<file path="src/rtl/btr_pkg.sv">
package btr_pkg;
  typedef enum logic [2:0] {
    ST_IDLE = 3'd0,
    ST_REG  = 3'd1,
    ST_RD   = 3'd2,
    ST_WR   = 3'd3,
    ST_FIN  = 3'd4
  } btr_state_e;

  typedef struct packed {
    logic mem_mode;
    logic use_imm;
    logic half_size;
  } btr_ctl_t;
endpackage

</file>
<file path="src/rtl/btr_reg_path.sv">
module btr_reg_path #(
  parameter int DATA_W = 32,
  parameter int HALF_W = 16,
  parameter int OFF_W  = 32,
  parameter int IMM_W  = 8
) (
  input  logic              half_size,
  input  logic              use_imm,
  input  logic [DATA_W-1:0] value,
  input  logic [OFF_W-1:0]  reg_off,
  input  logic [IMM_W-1:0]  imm_off,
  output logic [DATA_W-1:0] cleared,
  output logic              old_bit
);
  localparam int IDX_W  = $clog2(DATA_W);
  localparam int HIDX_W = $clog2(HALF_W);

  logic [OFF_W-1:0] off_sel;
  logic [IDX_W-1:0] idx;
  logic             unused_hi;

  assign off_sel   = use_imm ? OFF_W'(imm_off) : reg_off;
  assign unused_hi = ^off_sel[OFF_W-1:IDX_W];

  // wrap inside the operand width
  always_comb begin
    if (half_size) idx = IDX_W'(off_sel[HIDX_W-1:0]);
    else           idx = off_sel[IDX_W-1:0];
  end

  assign old_bit = value[idx];

  for (genvar i = 0; i < DATA_W; i++) begin : g_clr
    assign cleared[i] = value[i] & (idx != IDX_W'(i));
  end
endmodule

</file>
<file path="src/rtl/btr_addr_gen.sv">
module btr_addr_gen #(
  parameter int ADDR_W     = 32,
  parameter int OFF_W      = 32,
  parameter int IMM_W      = 8,
  parameter int IMM_MASK_W = 5,
  parameter int BIT_W      = 3
) (
  input  logic              use_imm,
  input  logic [ADDR_W-1:0] base,
  input  logic [OFF_W-1:0]  reg_off,
  input  logic [IMM_W-1:0]  imm_off,
  output logic [ADDR_W-1:0] byte_addr,
  output logic [BIT_W-1:0]  bit_idx
);
  logic [OFF_W-1:0]        eff_off;
  logic signed [OFF_W-1:0] disp;
  logic                    unused_imm;

  assign unused_imm = ^imm_off[IMM_W-1:IMM_MASK_W];
  assign eff_off    = use_imm ? OFF_W'(imm_off[IMM_MASK_W-1:0]) : reg_off;
  assign disp       = $signed(eff_off) >>> BIT_W;
  assign byte_addr  = base + ADDR_W'(disp);
  assign bit_idx    = eff_off[BIT_W-1:0];
endmodule

</file>
<file path="src/rtl/btr_seq.sv">
module btr_seq
  import btr_pkg::*;
(
  input  logic       clk,
  input  logic       rst_n,
  input  logic       start,
  input  logic       mem_mode,
  input  logic       mem_ack,
  output btr_state_e state,
  output logic       accept,
  output logic       busy,
  output logic       done
);
  btr_state_e state_q, state_d;

  always_comb begin
    state_d = state_q;
    case (state_q)
      ST_IDLE: if (start) state_d = mem_mode ? ST_RD : ST_REG;
      ST_REG:  state_d = ST_FIN;
      ST_RD:   if (mem_ack) state_d = ST_WR;
      ST_WR:   if (mem_ack) state_d = ST_FIN;
      ST_FIN:  state_d = ST_IDLE;
      default: state_d = ST_IDLE;
    endcase
  end

  always_ff @(posedge clk or negedge rst_n) begin
    if (!rst_n) state_q <= ST_IDLE;
    else        state_q <= state_d;
  end

  assign state  = state_q;
  assign accept = start && (state_q == ST_IDLE);
  assign busy   = (state_q != ST_IDLE);
  assign done   = (state_q == ST_FIN);


  done_pulse_chk: assert property (@(posedge clk) disable iff (!rst_n)
    done |=> !done);

  busy_hold_chk: assert property (@(posedge clk) disable iff (!rst_n)
    (busy && !done) |=> busy);
endmodule

</file>
<file path="src/rtl/btr_unit.sv">
module btr_unit
  import btr_pkg::*;
#(
  parameter int DATA_W     = 32,
  parameter int HALF_W     = 16,
  parameter int ADDR_W     = 32,
  parameter int OFF_W      = 32,
  parameter int IMM_W      = 8,
  parameter int IMM_MASK_W = 5,
  parameter int BYTE_W     = 8
) (
  input  logic              clk,
  input  logic              rst_n,
  input  logic              start,
  input  logic              mem_mode,
  input  logic              use_imm,
  input  logic              half_size,
  input  logic [DATA_W-1:0] reg_val,
  input  logic [OFF_W-1:0]  reg_off,
  input  logic [IMM_W-1:0]  imm_off,
  input  logic [ADDR_W-1:0] mem_base,
  output logic              busy,
  output logic              done,
  output logic              carry,
  output logic [DATA_W-1:0] result,
  output logic              mem_req,
  output logic              mem_we,
  output logic [ADDR_W-1:0] mem_addr,
  output logic [BYTE_W-1:0] mem_wdata,
  input  logic [BYTE_W-1:0] mem_rdata,
  input  logic              mem_ack
);
  localparam int BIT_W = $clog2(BYTE_W);

  // reset: asynchronous assertion, synchronous release
  logic [1:0] rsync_q;
  logic       rst_i_n;
  always_ff @(posedge clk or negedge rst_n) begin
    if (!rst_n) rsync_q <= 2'b00;
    else        rsync_q <= {rsync_q[0], 1'b1};
  end
  assign rst_i_n = rsync_q[1];

  btr_state_e state;
  logic       accept;

  btr_seq u_seq (
    .clk      (clk),
    .rst_n    (rst_i_n),
    .start    (start),
    .mem_mode (mem_mode),
    .mem_ack  (mem_ack),
    .state    (state),
    .accept   (accept),
    .busy     (busy),
    .done     (done)
  );

  // operand capture
  btr_ctl_t          ctl_q;
  logic [DATA_W-1:0] val_q;
  logic [OFF_W-1:0]  off_q;
  logic [IMM_W-1:0]  imm_q;
  logic [ADDR_W-1:0] base_q;
  always_ff @(posedge clk or negedge rst_i_n) begin
    if (!rst_i_n) begin
      ctl_q  <= '0;
      val_q  <= '0;
      off_q  <= '0;
      imm_q  <= '0;
      base_q <= '0;
    end else if (accept) begin
      ctl_q  <= '{mem_mode: mem_mode, use_imm: use_imm, half_size: half_size};
      val_q  <= reg_val;
      off_q  <= reg_off;
      imm_q  <= imm_off;
      base_q <= mem_base;
    end
  end

  logic [DATA_W-1:0] reg_cleared;
  logic              reg_old;
  btr_reg_path #(.DATA_W(DATA_W), .HALF_W(HALF_W), .OFF_W(OFF_W), .IMM_W(IMM_W)) u_reg (
    .half_size (ctl_q.half_size),
    .use_imm   (ctl_q.use_imm),
    .value     (val_q),
    .reg_off   (off_q),
    .imm_off   (imm_q),
    .cleared   (reg_cleared),
    .old_bit   (reg_old)
  );

  logic [ADDR_W-1:0] byte_addr;
  logic [BIT_W-1:0]  bit_idx;
  btr_addr_gen #(.ADDR_W(ADDR_W), .OFF_W(OFF_W), .IMM_W(IMM_W),
                 .IMM_MASK_W(IMM_MASK_W), .BIT_W(BIT_W)) u_addr (
    .use_imm   (ctl_q.use_imm),
    .base      (base_q),
    .reg_off   (off_q),
    .imm_off   (imm_q),
    .byte_addr (byte_addr),
    .bit_idx   (bit_idx)
  );

  // data path next-state
  logic              byte_en, cf_en, res_en;
  logic [BYTE_W-1:0] byte_q, byte_d;
  logic              cf_q, cf_d;
  logic [DATA_W-1:0] res_q, res_d;

  always_comb begin
    byte_en = (state == ST_RD) && mem_ack;
    byte_d  = mem_rdata;
    res_en  = (state == ST_REG);
    res_d   = reg_cleared;
    cf_en   = (state == ST_REG) || ((state == ST_WR) && mem_ack);
    cf_d    = (state == ST_REG) ? reg_old : byte_q[bit_idx];
  end

  always_ff @(posedge clk or negedge rst_i_n) begin
    if (!rst_i_n) begin
      byte_q <= '0;
      cf_q   <= 1'b0;
      res_q  <= '0;
    end else begin
      if (byte_en) byte_q <= byte_d;
      if (cf_en)   cf_q   <= cf_d;
      if (res_en)  res_q  <= res_d;
    end
  end

  assign carry     = cf_q;
  assign result    = res_q;
  assign mem_req   = (state == ST_RD) || (state == ST_WR);
  assign mem_we    = (state == ST_WR);
  assign mem_addr  = byte_addr;
  assign mem_wdata = byte_q & ~(BYTE_W'(1) << bit_idx);


  req_hold_chk: assert property (@(posedge clk) disable iff (!rst_i_n)
    (mem_req && !mem_ack) |=> (mem_req && $stable(mem_addr) && $stable(mem_we)));

  wr_after_rd_chk: assert property (@(posedge clk) disable iff (!rst_i_n)
    $rose(mem_we) |-> $past(mem_ack));

  reg_clear_chk: assert property (@(posedge clk) disable iff (!rst_i_n)
    (done && !ctl_q.mem_mode) |-> ((res_q & ~val_q) == '0)
      && ($countones(val_q ^ res_q) == 32'(carry)));

  cf_only_at_done_chk: assert property (@(posedge clk) disable iff (!rst_i_n)
    !$stable(cf_q) |-> done);

  res_mem_keep_chk: assert property (@(posedge clk) disable iff (!rst_i_n)
    mem_req |=> $stable(res_q));
endmodule

</file>
<file path="config.mk">
export PLATFORM = sky130hd
export DESIGN_NAME = btr_unit
export DESIGN_NICKNAME = d
export VERILOG_FILES = /design/src/rtl/btr_pkg.sv /design/src/rtl/btr_reg_path.sv /design/src/rtl/btr_addr_gen.sv /design/src/rtl/btr_seq.sv /design/src/rtl/btr_unit.sv
export SDC_FILE = /design/constraint.sdc
export NUM_CORES = 1
export LEC_CHECK = 0
export ABC_AREA = 1
export BUFFER_PORTS_ARGS = -buffer_cell sky130_fd_sc_hd__buf_4
export CORE_ASPECT_RATIO = 0.5
export CORE_MARGIN = 2
export CORE_UTILIZATION = 45
export CTS_CLUSTER_DIAMETER = 200
export DETAILED_ROUTE_END_ITERATION = 8
export PLACE_DENSITY = 0.69
export REMOVE_ABC_BUFFERS = 1
export SLEW_MARGIN = 20
export SYNTH_ARGS = -nofsm -noshare
export SYNTH_HDL_FRONTEND = slang
export SYNTH_SLANG_ARGS = --single-unit
</file>
<file path="constraint.sdc">
create_clock -name clk -period 5.7 [get_ports clk]
set_input_delay 1.14 -clock clk [delete_from_list [all_inputs] [get_ports clk]]
set_output_delay 1.14 -clock clk [all_outputs]
set_load 0.005 [all_outputs]
</file>
==> flow_summary.yaml, run 1 <==
setup_path:
  critPathMaxStageDelay_ns: 0.55
  path_buf_inv: 3
  crit_top_cell: "nand2_1"
  path_class: "register to primary output"
  cp_cell_sequence: "buf_4 -> nor2_1 -> ha_1 -> nand3_1 -> nand3_1 -> nand2_1 -> nand3_1 -> a21oi_1 -> inv_1 -> nand2_1 -> nand2_1 -> nand2_1 -> nand2_1 -> buf_4"
  cpLargestDelayFamily: "simple AND/OR/NAND/NOR gates"
  crit_arrival_ns: 3.20
  start_kind: "register"
  end_kind: "primary output"
  worst_path_max_delay_cell: "dfrtp_1"
  r2r_setup_slack_ns: 2.96
  crit_required_ns: 4.56
  path_max_fanout: 28
flow_run:
  cap_violations: 0
place:
  dpl-instance-area_um2: 10200
  io_buffers: 192
  place_congestion: 0.911
  dp.final_hpwl_um: 17100
sta:
  fin_crit_ns: 4.34
  fin_skew_ns: 0.0102
  hold_violations: 0
  period_share_pct: 76.2
  slew_violations: 0
  setup_violations: 0
  slew-limit-headroom_pct: 38.0
  tns_ns: 0
  max_freq_ghz: 0.230
  worst_pin_slew_ns: 0.927
  rsz0062_at_grt: "false"
synthesis:
  synth_seq_cells: 149
  yosysTopAreaCell: "dfrtp_1"
  syn_inst: 1032
  synth_warnings: 0
  synth.avg_cell_area_um2: 8.26
  ys_seq_area_share_pct: 43.7
  async_flop_share_pct: 100
  ys_types: 41
  synth.cell_area_um2: 8530
  synth_top_area_share_pct: 43.7
  synth_edf_count: 0
  ys_top_cells_by_area: "dfrtp_1, nand2_1, mux2_2"
  ys.flop_type: "dfrtp_1"
clock_network:
  cts_sinks: 149
  clockRootBuffer: "clkbuf_16"
  clk_latency_ns: 0.43
  hold_buffers: 0
  cts_buffers: 17
  post_cts_resized: 0
  cts_tree: "yes"
  cts_max_level: 4
  post_cts_buffers: 0
  clk_pin_slew_ns: 0.07
  cts_buffer_depth: 2
power_and_ir_drop:
  max-vdd-ir-drop_mv: 0.237
  power.density_nw_per_um2: 707
  p_switching_w: 0.00344
  p_clk_share_pct: 14.8
  seqPwrFrac_pct: 24.8
  switching_share_pct: 45.2
  p_leak_nw: 5.53
  internal-power_w: 0.00417
  combinationalPowerShare_pct: 60.4
routing:
  routed_via_density: 5.15
  drt_iter0_markers: 367
  drc: 0
  wl_per_cell_um: 15.7
  vias: 7661
  drtPass1Iterations: 5
  ant_nets: 0
  wirelength_um: 23400
grt:
  global_route.usage.met3_pct: 3.40
  grt_util_met2_pct: 41.4
  antenna_found_initial: 0
  grt_pass1_vias: 7642
  grt_busiest_layer: "met2"
  grt_pass1_wl_um: 37600
  overflow: 0
  met1_usage_pct: 31.1
  grt_use_total_pct: 23.7
  grt_max_degree: 81
die:
  dieArea_um2: 20100
  die_height_um: 101
  ios: 196
  die_x_um: 199
  start_util_pct: 46.1
  core-area_um2: 18500
  std_cell_rows: 35
final_layout:
  stdcell_area_um2: 10800
  final_cell_mix: "nand2_1, buf_4, dfrtp_1, nor2_1, nand3_1"
  drive_gt1_share_pct: 27.0
  diodes: 0
  areaGrowthSynthToFinish_pct: 26.2
  final_common_cell: "nand2_1"
  num-nets-final: 1367
min_path:
  hold_class: "register to register"
run_status:
  outcome: "completed"
[power groups by stage]
stage | Clock [W] | Sequential [W] | Combinational, W
floorplan | 0 | 0.00187 | 0.00288
global placement | 0 | 0.00189 | 0.00451
detailed placement | 0 | 0.00191 | 0.00458
CTS | 0.00114 | 0.00189 | 0.00461
global route | 0.00119 | 0.00195 | 0.00509
finish | 0.00113 | 0.00189 | 0.00459
[registers in the layout, summed over array words and instances (netlist names)]
name,cells
ctl_q,2
byte_q,8
off_q,32
imm_q,5
result,32
carry,1
rsync_q,2
u_seq.state,3
base_q,32
val_q,32
[synth_stat cells, drive strengths merged (3+ instances only)]
library cell / instances
o21bai: 6
xor2: 13
o21a: 3
mux2: 79
inv: 94
o21ai: 40
buf: 27
xnor2: 4
dfrtp: 149
nand3: 99
clkbuf: 6
o31ai: 5
nand4: 6
ha: 31
nor2: 104
a21oi: 75
nand2: 268
or2: 3
nor3: 10
[final cells by class]
cell class | count | area [um2]
fill | 1686 | 7720
multi-input combinational | 756 | 4280
sequential | 149 | 3730
timing repair buffer | 198 | 1490
clock buffer | 18 | 439
inverter | 94 | 358
tap | 259 | 324
clock inverter | 14 | 139
[worst reg2reg max path, delay by kind of cell (launching register included)]
| family | cells | cell delay [ns] |
|---|---|---|
| buffers and inverters | 1 | 0.31 |
| flip-flops | 1 | 0.51 |
| AO/OA/AOI/OAI | 3 | 0.62 |
| AND/OR/NAND/NOR | 3 | 1.15 |
[final timing paths]
check                      startpoint           end  depth (start not counted)
hold / removal             rsync_q[0]    rsync_q[1]                          0
min in group asynchronous  rsync_q[1]     base_q[1]                          0
setup / recovery             ctl_q[1]  mem_addr[27]                         14
max in group asynchronous  rsync_q[1]     val_q[14]                          1
hold reg to reg            rsync_q[0]    rsync_q[1]                          0
setup reg to reg             ctl_q[1]     result[3]                          7
[metrics by stage]
step           cells  power (W)  worst slack (ns)  utilization, %  hold slack [ns]
6_report        1488    0.00761              1.36            58.2            0.369
5_1_grt         1488    0.00823              1.02            58.2            0.377
4_1_cts         1488    0.00765              1.33            58.2            0.368
3_5_place_dp    1456    0.00649              1.79            55.1            0.342
3_3_place_gp    1456    0.00640              1.81            55.1            0.337
2_1_floorplan    999    0.00474             0.599               -            0.331
[kinds of logic after synthesis]
logic type | share of synthesized area (%)
muxes | 10.4
other | 0.0440
and+or+nand+nor | 24.4
AOI/OAI and AO/OA | 8.67
DFF | 43.7
adders and majority gates | 4.78
xor gates and xnor gates | 1.75
buffers and inverters | 6.24
[metal layers]
layer	vias to the layer above	wire, um	part of all wire (%)
met4	0	263	1.1
met2	201	11700	50
met3	26	943	4.0
met5	-	0	0
li1	3761	-	-
met1	3673	10600	45
Note: power is estimated with default switching activity, not from simulation.
==> run 2: changes to the inputs <==
==> constraint.sdc (replaced) <==
create_clock -name clk -period 4.17 [get_ports clk]
set_input_delay 0.834 -clock clk [delete_from_list [all_inputs] [get_ports clk]]
set_output_delay 0.834 -clock clk [all_outputs]
set_load 0.005 [all_outputs]
==> run 2 against run 1 <==
Flip-flop and latch count is the same; critical path type unchanged; routed wire length rose by 2.0%; cell count increased by 0.34%; die area did not move.
==> flow_summary.yaml, run 2 (synthesis gave the netlist of run 1 again) <==
run_status:
  outcome: "completed"
sta:
  setup_ws_ns: 0.273
  slew_violations: 0
  tns_ns: 0
  holdWs_ns: 0.156
  rsz0062_at_grt: "false"
  max_freq_ghz: 0.257
  hold_violations: 0
  fin_skew_ns: 0.0135
  worst_pin_slew_ns: 0.944
  fin_crit_ns: 3.90
  setup_violations: 0
  period_share_pct: 93.5
  slew-limit-headroom_pct: 37.1
final_layout:
  fillers: 1738
  diodes: 0
  stdcell_area_um2: 10800
  num-nets-final: 1372
  final_common_cell: "nand2_1"
  final_cell_mix: "nand2_1, buf_4, dfrtp_1, nor2_1, nand3_1"
  drive_gt1_share_pct: 27.5
  areaGrowthSynthToFinish_pct: 27.2
place:
  place_congestion: 0.863
  io_buffers: 192
  post-place-ws_ns: 0.579
  dpl-instance-area_um2: 10200
  dp.final_hpwl_um: 17800
die:
  ios: 196
  die_height_um: 101
  core-area_um2: 18500
  dieArea_um2: 20100
  std_cell_rows: 35
  die_x_um: 199
  start_util_pct: 46.1
setup_path:
  r2r_cells: 6
  r2r_start: "ctl_q[1]"
  crit_top_cell: "nand2_1"
  cpLargestDelayFamily: "simple AND/OR/NAND/NOR gates"
  start_kind: "register"
  crit_arrival_ns: 3.06
  cp_cell_sequence: "inv_4 -> or2_1 -> o21ai_0 -> inv_1 -> fa_1 -> nand3_1 -> nand2_1 -> nand3_1 -> nand2_1 -> nand3_1 -> nand2_1 -> nand3_1 -> nand2_1 -> nand2_1 -> nand2_1 -> buf_4"
  worst_path_max_delay_cell: "dfrtp_2"
  end_kind: "primary output"
  crit_required_ns: 3.34
  r2r_setup_slack_ns: 1.72
  regToRegEndpoint: "result[11]"
  crit_end: "mem_addr[30]"
  path_max_fanout: 7
  crit_start: "ctl_q[1]"
  cp.depth: 16
  path_class: "register to primary output"
  path_buf_inv: 3
  critPathMaxStageDelay_ns: 0.47
clock_network:
  hold_buffers: 0
  clk_latency_ns: 0.44
  cts_sinks: 149
  clockRootBuffer: "clkbuf_16"
  cts_buffers: 17
  clk_pin_slew_ns: 0.07
  cts_tree: "yes"
  cts_buffer_depth: 2
  cts_max_level: 4
  post_cts_buffers: 0
power_and_ir_drop:
  switching_share_pct: 45.1
  finalPower_w: 0.0105
  p_leak_nw: 5.58
  p_switching_w: 0.00475
  combinationalPowerShare_pct: 59.9
  seqPwrFrac_pct: 24.7
  p_clk_share_pct: 15.4
  internal-power_w: 0.00580
  power.density_nw_per_um2: 972
  max-vdd-ir-drop_mv: 0.386
grt:
  grt_util_met2_pct: 42.5
  antenna_found_initial: 0
  grt_pass1_wl_um: 37900
  overflow: 0
  global_route.usage.met3_pct: 4.23
  grt_pass1_vias: 7517
  grt_max_degree: 73
  met1_usage_pct: 31.6
  grt_busiest_layer: "met2"
  grt_use_total_pct: 24.2
routing:
  drc: 0
  ant_nets: 0
  wl_per_cell_um: 16.0
  routed_via_density: 5.18
  drt_iter0_markers: 409
  drtPass1Iterations: 5
  vias: 7741
  wirelength_um: 23900
min_path:
  hold_class: "primary input to async pin"
flow_run:
  cap_violations: 0
==> run 2: timing repair <==
action / 4_1_cts / 5_1_grt
gates resized for setup: 0 / 3
endpoints found under the hold margin: 0 / 0
endpoints found under the setup margin: 0 / 8
==> run 2: layout make-up <==
type,count,area (um2),area share [%]
Timing Repair Buffer,203,1540,14.2
Clock buffer,17,425,3.92
Sequential cell,149,3730,34.4
Inverter,94,358,3.30
Clock inverter,15,189,1.74
Multi-Input combinational cell,756,4280,39.5
Tap cell,259,324,2.99
==> run 2: power groups by stage <==
stage	clock, W	sequential (W)	combinational (W)
floorplan	0	0.00255	0.00393
global placement	0	0.00258	0.00623
detailed placement	0	0.00262	0.00631
CTS	0.00165	0.00260	0.00634
global route	0.00172	0.00269	0.00700
finish	0.00163	0.00260	0.00632
==> run 2: worst min path at each step <==
| stage | cells after the start | end | from | slack [ns] |
|---|---|---|---|---|
| global placement | 0 | rsync_q[1] | rsync_q[0] | 0.34 |
| CTS | 1 | rsync_q[1] | rst_n | 0.15 |
| finish | 1 | rsync_q[1] | rst_n | 0.16 |
| global route | 1 | rsync_q[1] | rst_n | 0.15 |
| floorplan | 0 | rsync_q[1] | rsync_q[0] | 0.33 |
| detailed placement | 0 | rsync_q[1] | rsync_q[0] | 0.34 |
==> run 2: metal layers <==
| layer | wire [um] | part of all wire [%] |
|---|---|---|
| met5 | 0 | 0 |
| met4 | 257 | 1.1 |
| met2 | 11900 | 50 |
| met3 | 1030 | 4.3 |
| met1 | 10700 | 45 |
==> run 2: metrics by stage <==
| step | instances | utilization (%) |
|---|---|---|
| after global placement | 1461 | 55.4 |
| after global routing | 1493 | 58.7 |
| after detailed placement | 1461 | 55.4 |
| after floorplan | 999 | - |
| after CTS | 1493 | 58.7 |
| final | 1493 | 58.7 |
